**src/rtl/tbit_poll_pkg.sv**
```systemverilog
package tbit_poll_pkg;

   typedef enum logic [2:0] {
      ST_IDLE,
      ST_RD_A,
      ST_RD_B,
      ST_JUDGE,
      ST_CLEAR,
      ST_REPORT
   } poll_st_e;

endpackage

```
**src/rtl/tbit_pair_sampler.sv**
```systemverilog
module tbit_pair_sampler #(
   parameter int DATA_W     = 8,
   parameter int TOGGLE_POS = 6,
   parameter int FLAG_POS   = 5,
   parameter bit KEEP_WHOLE = 1'b0
) (
   input  logic              clk_i,
   input  logic              rst_ni,
   input  logic              cap_a_i,
   input  logic              cap_b_i,
   input  logic [DATA_W-1:0] data_i,
   output logic              toggled_o,
   output logic              flag_o
);

   if (TOGGLE_POS >= DATA_W || FLAG_POS >= DATA_W) begin : g_bad_pos
      $error("status bit position outside the status byte");
   end
   if (TOGGLE_POS == FLAG_POS) begin : g_same_pos
      $error("toggle bit and flag bit must differ");
   end

   if (KEEP_WHOLE) begin : g_whole
      logic [DATA_W-1:0] a_q, b_q;
      logic              unused_rest;
      always_ff @(posedge clk_i or negedge rst_ni) begin
         if (!rst_ni) begin
            a_q <= '0;
            b_q <= '0;
         end else begin
            if (cap_a_i) a_q <= data_i;
            if (cap_b_i) b_q <= data_i;
         end
      end
      assign toggled_o   = a_q[TOGGLE_POS] ^ b_q[TOGGLE_POS];
      assign flag_o      = b_q[FLAG_POS];
      assign unused_rest = ^{a_q, b_q};
   end else begin : g_bits
      logic a_tb_q, b_tb_q, b_fl_q;
      logic unused_rest;
      always_ff @(posedge clk_i or negedge rst_ni) begin
         if (!rst_ni) begin
            a_tb_q <= 1'b0;
            b_tb_q <= 1'b0;
            b_fl_q <= 1'b0;
         end else begin
            if (cap_a_i) a_tb_q <= data_i[TOGGLE_POS];
            if (cap_b_i) begin
               b_tb_q <= data_i[TOGGLE_POS];
               b_fl_q <= data_i[FLAG_POS];
            end
         end
      end
      assign toggled_o   = a_tb_q ^ b_tb_q;
      assign flag_o      = b_fl_q;
      assign unused_rest = ^data_i;
   end


   hold_between_caps_chk: assert property (@(posedge clk_i) disable iff (!rst_ni)
      (!cap_a_i && !cap_b_i) |=> ($stable(toggled_o) && $stable(flag_o)));

endmodule

```
**src/rtl/tbit_pair_budget.sv**
```systemverilog
module tbit_pair_budget #(
   parameter int CNT_W    = 16,
   parameter bit LIMIT_EN = 1'b1
) (
   input  logic             clk_i,
   input  logic             rst_ni,
   input  logic             clr_i,
   input  logic             inc_i,
   input  logic [CNT_W-1:0] limit_i,
   output logic             last_o
);

   if (CNT_W < 1 || CNT_W > 32) begin : g_bad_width
      $error("pair budget width must be 1..32");
   end

   if (LIMIT_EN) begin : g_limited
      localparam logic [CNT_W-1:0] ONE = {{(CNT_W-1){1'b0}}, 1'b1};
      logic [CNT_W-1:0] cnt_q;
      always_ff @(posedge clk_i or negedge rst_ni) begin
         if (!rst_ni)     cnt_q <= '0;
         else if (clr_i)  cnt_q <= '0;
         else if (inc_i)  cnt_q <= cnt_q + ONE;
      end
      assign last_o = (limit_i != '0) && (cnt_q == limit_i - ONE);
   end else begin : g_unlimited
      logic unused_limit;
      assign unused_limit = ^{limit_i, clr_i, inc_i};
      assign last_o       = 1'b0;
   end


   no_budget_overrun_chk: assert property (@(posedge clk_i) disable iff (!rst_ni)
      inc_i |-> !last_o);

endmodule

```
**src/rtl/tbit_poll_ctrl.sv**
```systemverilog
module tbit_poll_ctrl import tbit_poll_pkg::*; #(
   parameter int               DATA_W     = 8,
   parameter int               TOGGLE_POS = 6,
   parameter int               FLAG_POS   = 5,
   parameter int               CNT_W      = 16,
   parameter logic [DATA_W-1:0] CLEAR_CMD = 'hF0,
   parameter bit               KEEP_WHOLE = 1'b0,
   parameter bit               LIMIT_EN   = 1'b1
) (
   input  logic              clk_i,
   input  logic              rst_ni,
   input  logic              start_i,
   input  logic              abort_i,
   input  logic [CNT_W-1:0]  max_polls_i,
   output logic              rd_req_o,
   input  logic              rd_ack_i,
   input  logic [DATA_W-1:0] rd_data_i,
   output logic              wr_req_o,
   input  logic              wr_ack_i,
   output logic [DATA_W-1:0] wr_data_o,
   output logic              busy_o,
   output logic              done_o,
   output logic              fail_o,
   output logic              timeout_o
);

   if (DATA_W < 2) begin : g_bad_data_w
      $error("status byte must be at least two bits wide");
   end

   poll_st_e st_q, st_d;
   logic     recheck_q, recheck_d;
   logic     fail_q, fail_d;
   logic     tmo_q, tmo_d;
   logic     cap_a, cap_b;
   logic     toggled, flag;
   logic     budget_clr, budget_inc, budget_last;
   logic     abortable;

   assign cap_a = (st_q == ST_RD_A) && rd_ack_i;
   assign cap_b = (st_q == ST_RD_B) && rd_ack_i;

   tbit_pair_sampler #(
      .DATA_W    (DATA_W),
      .TOGGLE_POS(TOGGLE_POS),
      .FLAG_POS  (FLAG_POS),
      .KEEP_WHOLE(KEEP_WHOLE)
   ) u_sampler (
      .clk_i    (clk_i),
      .rst_ni   (rst_ni),
      .cap_a_i  (cap_a),
      .cap_b_i  (cap_b),
      .data_i   (rd_data_i),
      .toggled_o(toggled),
      .flag_o   (flag)
   );

   assign budget_clr = (st_q == ST_IDLE) && start_i;
   assign budget_inc = (st_q == ST_JUDGE) && toggled && !recheck_q && !flag && !budget_last;

   tbit_pair_budget #(
      .CNT_W   (CNT_W),
      .LIMIT_EN(LIMIT_EN)
   ) u_budget (
      .clk_i  (clk_i),
      .rst_ni (rst_ni),
      .clr_i  (budget_clr),
      .inc_i  (budget_inc),
      .limit_i(max_polls_i),
      .last_o (budget_last)
   );

   assign abortable = (st_q == ST_RD_A) || (st_q == ST_RD_B) ||
                      (st_q == ST_JUDGE) || (st_q == ST_CLEAR);

   always_comb begin
      st_d      = st_q;
      recheck_d = recheck_q;
      fail_d    = fail_q;
      tmo_d     = tmo_q;
      case (st_q)
         ST_IDLE: begin
            if (start_i) begin
               st_d      = ST_RD_A;
               recheck_d = 1'b0;
               fail_d    = 1'b0;
               tmo_d     = 1'b0;
            end
         end
         ST_RD_A: if (rd_ack_i) st_d = ST_RD_B;
         ST_RD_B: if (rd_ack_i) st_d = ST_JUDGE;
         ST_JUDGE: begin
            if (!toggled) begin
               st_d = ST_REPORT;
            end else if (recheck_q) begin
               st_d = ST_CLEAR;
            end else if (flag) begin
               recheck_d = 1'b1;
               st_d      = ST_RD_A;
            end else if (budget_last) begin
               tmo_d = 1'b1;
               st_d  = ST_REPORT;
            end else begin
               st_d = ST_RD_A;
            end
         end
         ST_CLEAR: begin
            if (wr_ack_i) begin
               fail_d = 1'b1;
               st_d   = ST_REPORT;
            end
         end
         ST_REPORT: st_d = ST_IDLE;
         default:   st_d = ST_IDLE;
      endcase
      if (abort_i && abortable) begin
         st_d      = ST_IDLE;
         recheck_d = 1'b0;
      end
   end

   always_ff @(posedge clk_i or negedge rst_ni) begin
      if (!rst_ni) begin
         st_q      <= ST_IDLE;
         recheck_q <= 1'b0;
         fail_q    <= 1'b0;
         tmo_q     <= 1'b0;
      end else begin
         st_q      <= st_d;
         recheck_q <= recheck_d;
         fail_q    <= fail_d;
         tmo_q     <= tmo_d;
      end
   end

   assign rd_req_o  = (st_q == ST_RD_A) || (st_q == ST_RD_B);
   assign wr_req_o  = (st_q == ST_CLEAR);
   assign wr_data_o = CLEAR_CMD;
   assign busy_o    = (st_q != ST_IDLE);
   assign done_o    = (st_q == ST_REPORT);
   assign fail_o    = fail_q;
   assign timeout_o = tmo_q;


   rd_wr_excl_chk: assert property (@(posedge clk_i) disable iff (!rst_ni)
      !(rd_req_o && wr_req_o));


   done_pulse_chk: assert property (@(posedge clk_i) disable iff (!rst_ni)
      done_o |=> !done_o);


   rd_hold_chk: assert property (@(posedge clk_i) disable iff (!rst_ni)
      (rd_req_o && !rd_ack_i && !abort_i) |=> rd_req_o);


   clear_hold_chk: assert property (@(posedge clk_i) disable iff (!rst_ni)
      (wr_req_o && !wr_ack_i && !abort_i) |=> wr_req_o);


   fail_after_write_chk: assert property (@(posedge clk_i) disable iff (!rst_ni)
      $rose(fail_o) |-> $past(wr_ack_i));


   start_while_busy_chk: assert property (@(posedge clk_i) disable iff (!rst_ni)
      ((st_q == ST_RD_B) && start_i && !rd_ack_i && !abort_i) |=> (st_q == ST_RD_B));


   abort_idle_chk: assert property (@(posedge clk_i) disable iff (!rst_ni)
      (abort_i && abortable) |=> (!busy_o && !done_o));

endmodule

```
**config.mk**
```make
export PLATFORM = sky130hd
export DESIGN_NAME = tbit_poll_ctrl
export DESIGN_NICKNAME = d
export VERILOG_FILES = /design/src/rtl/tbit_poll_pkg.sv /design/src/rtl/tbit_pair_sampler.sv /design/src/rtl/tbit_pair_budget.sv /design/src/rtl/tbit_poll_ctrl.sv
export SDC_FILE = /design/constraint.sdc
export NUM_CORES = 1
export LEC_CHECK = 0
export ABC_AREA = 1
export BUFFER_PORTS_ARGS = -buffer_cell sky130_fd_sc_hd__buf_2
export CAP_MARGIN = 20
export CELL_PAD_IN_SITES_DETAIL_PLACEMENT = 0
export CELL_PAD_IN_SITES_GLOBAL_PLACEMENT = 1
export CORE_ASPECT_RATIO = 1.25
export CORE_MARGIN = 2
export CORE_UTILIZATION = 39
export DETAILED_ROUTE_END_ITERATION = 16
export PLACE_DENSITY = 0.85
export SETUP_SLACK_MARGIN = 0.15
export SYNTH_ARGS = -nofsm -noshare
export SYNTH_HDL_FRONTEND = slang
export SYNTH_SLANG_ARGS = --single-unit
```
**constraint.sdc**
```tcl
create_clock -name clk_i -period 3.6 [get_ports clk_i]
set_input_delay 0.18 -clock clk_i [delete_from_list [all_inputs] [get_ports clk_i]]
set_output_delay 0.18 -clock clk_i [all_outputs]
set_load 0.005 [all_outputs]
```
==> flow_summary.rst <==
.. list-table::
   :header-rows: 1

   * - Metric
     - Value
   * - Share of the yosys chip area belonging to registers
     - 0.249
   * - Critical path data arrival time
     - 2.29 ns
   * - H-tree Lvls
     - 1
   * - Worst supply voltage drop on vdd
     - 0.000256 V
   * - Horizontal die dimension
     - 75.8 um
   * - M1 wire length
     - 2.83 mm
   * - Proportion of layout cells with a drive suffix above 1
     - 0.111
   * - Power per Cell Area
     - 348 nW/um2
   * - Cts bufs inserted
     - 3
   * - CTS Root Cell
     - clkbuf_8
   * - Final worst path period share
     - 0.594
   * - Max cap viols
     - 0
   * - Initial standard-cell utilization of the core
     - 0.405
   * - Overall Global Routing Usage
     - 0.188
   * - Mean Syn Cell Area
     - 6.18 um2
   * - Final hold violation count
     - 0
   * - Clock edge transition at the registers on the reported setup and hold paths
     - 0.10 ns
   * - DR iter-0 viols
     - 81
   * - Category of the worst setup path launch point
     - register
   * - Number of cell rows
     - 32
   * - Core Box Area
     - 6210 um2
   * - Routed length on met3
     - 119 um
   * - Leakage power
     - 1.54 nW
   * - Post-synth ARST share
     - 1.00
   * - Gate count of the mapped netlist
     - 407
   * - Leading cell type in the layout, fill and taps excluded
     - nand2_1
   * - DR vias/cell
     - 4.89
   * - Mapped Area
     - 2510 um2
   * - N_diodes
     - 0
   * - Flops & latches, synth
     - 25
   * - Max frequency
     - 0.468 GHz
   * - Status
     - finished, final reports clean
   * - Residual DRC
     - 0
   * - Post-route clock skew
     - 0.00823 ns
   * - Total of endpoints with negative setup slack in the final report
     - 0
   * - Largest net degree at the start of global routing
     - 33
   * - Required time reported for the critical path endpoint
     - 3.76 ns
   * - Die Y-Extent
     - 93.8 um
   * - Slew HR
     - 0.372
   * - Antenna Violating Nets Remaining
     - 0
   * - Critical path endpoint category
     - register
   * - Wire length on met2
     - 3.21 mm
   * - Drt wl/cell
     - 12.1 um
   * - Unrepaired setup endpoints after global routing
     - false
   * - Initial antenna violation count
     - 0
   * - Count of flip-flops with a built-in enable after synthesis
     - 0
   * - I/O pins
     - 44
   * - Max FO, Critical Path
     - 16
   * - Highest metal layer used by the detailed router
     - met4
   * - Worst Max-Slew Pin Slew
     - 0.941 ns
   * - Cell area after placement
     - 2690 um2
   * - Total wire length after detailed routing
     - 6.25 mm
   * - Area of all placed cells without fillers
     - 2750 um2
   * - Max-slew violations
     - 0
   * - Clock latency on the worst-skew pair
     - 0.27 ns
   * - Maximum number of buffers from clock root to sink
     - 2
   * - Die Outline Area
     - 7110 um2
   * - GRT Residual Overflow
     - 0
   * - Most frequent cells in the layout
     - 114 x nand2_1, 61 x inv_1, 51 x nor2_1
   * - Sink count of the clock tree
     - 25
   * - Overall via count from detail_route
     - 2,530
   * - Number of global-route vias before repair
     - 2,331
   * - Cell variety after synth
     - 34
   * - Worst Hold Class
     - in -> reg
   * - Warnings from Yosys
     - 0
   * - Number of nets in the layout
     - 466
   * - RePlAce Congestion
     - 0.859
   * - First-pass GRT wire length
     - 10.4 mm
   * - Minimum clock period after layout
     - 2.14 ns
   * - Area added between synthesis and finish
     - 9.36%
   * - CTS tree
     - yes
   * - Half-perimeter wire length after placement
     - 5.03 mm
   * - Type of the setup path with the least slack
     - reg -> reg
   * - DRT Pass-1 Iters
     - 4
   * - Dominant synthesized flop cell
     - dfrtp_1
   * - Final TNS setup
     - 0 ns
   * - I/O Buffers
     - 29
==> Yosys cell counts (2+ instances only) <==
cell type  number  area share
nor4_1          3      0.0075
xor2_1         23       0.080
nand4_1        18       0.045
buf_2           3      0.0060
nand3b_1        5       0.015
nand2_1       114        0.17
conb_1          2      0.0030
and2_1          2      0.0050
a31oi_1         2      0.0050
a21oi_1         5       0.010
xnor2_1         2      0.0070
inv_1          61       0.091
ha_1            3       0.015
nor3_1          8       0.016
nand2_4         2      0.0090
nand3_1        41       0.082
o21ai_0         5       0.010
nand2_2         3      0.0075
o22ai_1         3      0.0075
buf_4           9       0.027
nor2_4          3       0.013
clkbuf_1        2      0.0030
nor2_1         51       0.076
nor2_2          3      0.0075
dfrtp_1        25        0.25
==> per-layer routing <==
metal | track usage | vias to the layer above
met4 | 0.0512 | 0
met3 | 0.0139 | 6
li1 | - | 1326
met5 | 0 | -
met2 | 0.338 | 28
met1 | 0.235 | 1170
==> layout make-up <==
cell class / count / area (um2)
flip-flops and latches: 25 / 626
multi-input cells: 311 / 1580
inverters: 61 / 229
fillers: 681 / 3460
clock buffers: 3 / 41.3
well taps: 85 / 106
repair buffers: 31 / 163
clock inverters: 1 / 7.51
==> what timing repair did <==
item                                   in CTS  in global routing
buffers inserted                            0                  0
gates resized for setup                     0                  0
setup endpoints to repair                   0                  0
hold buffers                                1                  0
endpoints found under the hold margin      25                  0
==> state kept, by name (all words and copies together) (netlist names) <==
register,flops
fail_o,1
recheck_q,1
st_q,3
timeout_o,1
u_budget.g_limited.cnt_q,16
u_sampler.flag_o,1
u_sampler.g_bits.a_tb_q,1
u_sampler.g_bits.b_tb_q,1
==> through the flow <==
stage	power [mW]	worst slack, ns	std cells	hold WS, ns	utilization
6_report	0.957	1.46	517	0.126	0.443
5_1_grt	1.05	1.27	517	0.131	0.443
4_1_cts	0.964	1.47	517	0.127	0.443
3_5_place_dp	0.789	1.40	512	0.224	0.433
3_3_place_gp	0.781	1.43	512	0.220	0.433
2_1_floorplan	0.678	1.92	413	-0.116	-
==> critical path, stage by stage, from the launching register on <==
cell     delay (ns)
dfrtp_1        0.42
inv_1          0.07
nor2_1         0.26
nand2_1        0.18
nor3_2         0.64
nand2_4        0.25
nand3_1        0.13
nand2_1        0.07
==> where the power goes <==
| part | leakage [nW] | total [mW] | switching (mW) | internal (mW) |
|---|---|---|---|---|
| combinational | 1.18 | 0.408 | 0.273 | 0.136 |
| clock | 0.0217 | 0.175 | 0.0968 | 0.0784 |
| sequential | 0.340 | 0.373 | 0.0474 | 0.326 |
==> path summary, 6_finish.rpt <==
path / startpoint / endpoint / slack, ns / depth (start not counted)
worst max-delay path: st_q[1] / u_budget.g_limited.cnt_q[5] / 1.46 / 7
worst min-delay path: rd_ack_i / u_sampler.g_bits.a_tb_q / 0.13 / 2
worst max register to register: st_q[1] / u_budget.g_limited.cnt_q[5] / 1.46 / 7
worst min register to register: fail_o / fail_o / 0.51 / 1
max in group asynchronous: rst_ni / u_budget.g_limited.cnt_q[13] / 2.78 / 2
min in group asynchronous: rst_ni / u_budget.g_limited.cnt_q[10] / 0.44 / 2
==> cells by family (layout without fill, tap and decap cells) <==
logic type | after synthesis | after routing | share of synthesized area
AND/OR/NAND/NOR | 256 | 256 | 0.468
buffers and inverters | 77 | 96 | 0.133
XOR/XNOR | 25 | 25 | 0.0871
flip-flops | 25 | 25 | 0.249
AO/OA/AOI/OAI | 18 | 18 | 0.0408
adder cells (fa/ha/maj) | 3 | 3 | 0.0149
other | 2 | 8 | 0.00299
multiplexers | 1 | 1 | 0.00448
No activity file was read; power rests on OpenSTA's default activity.
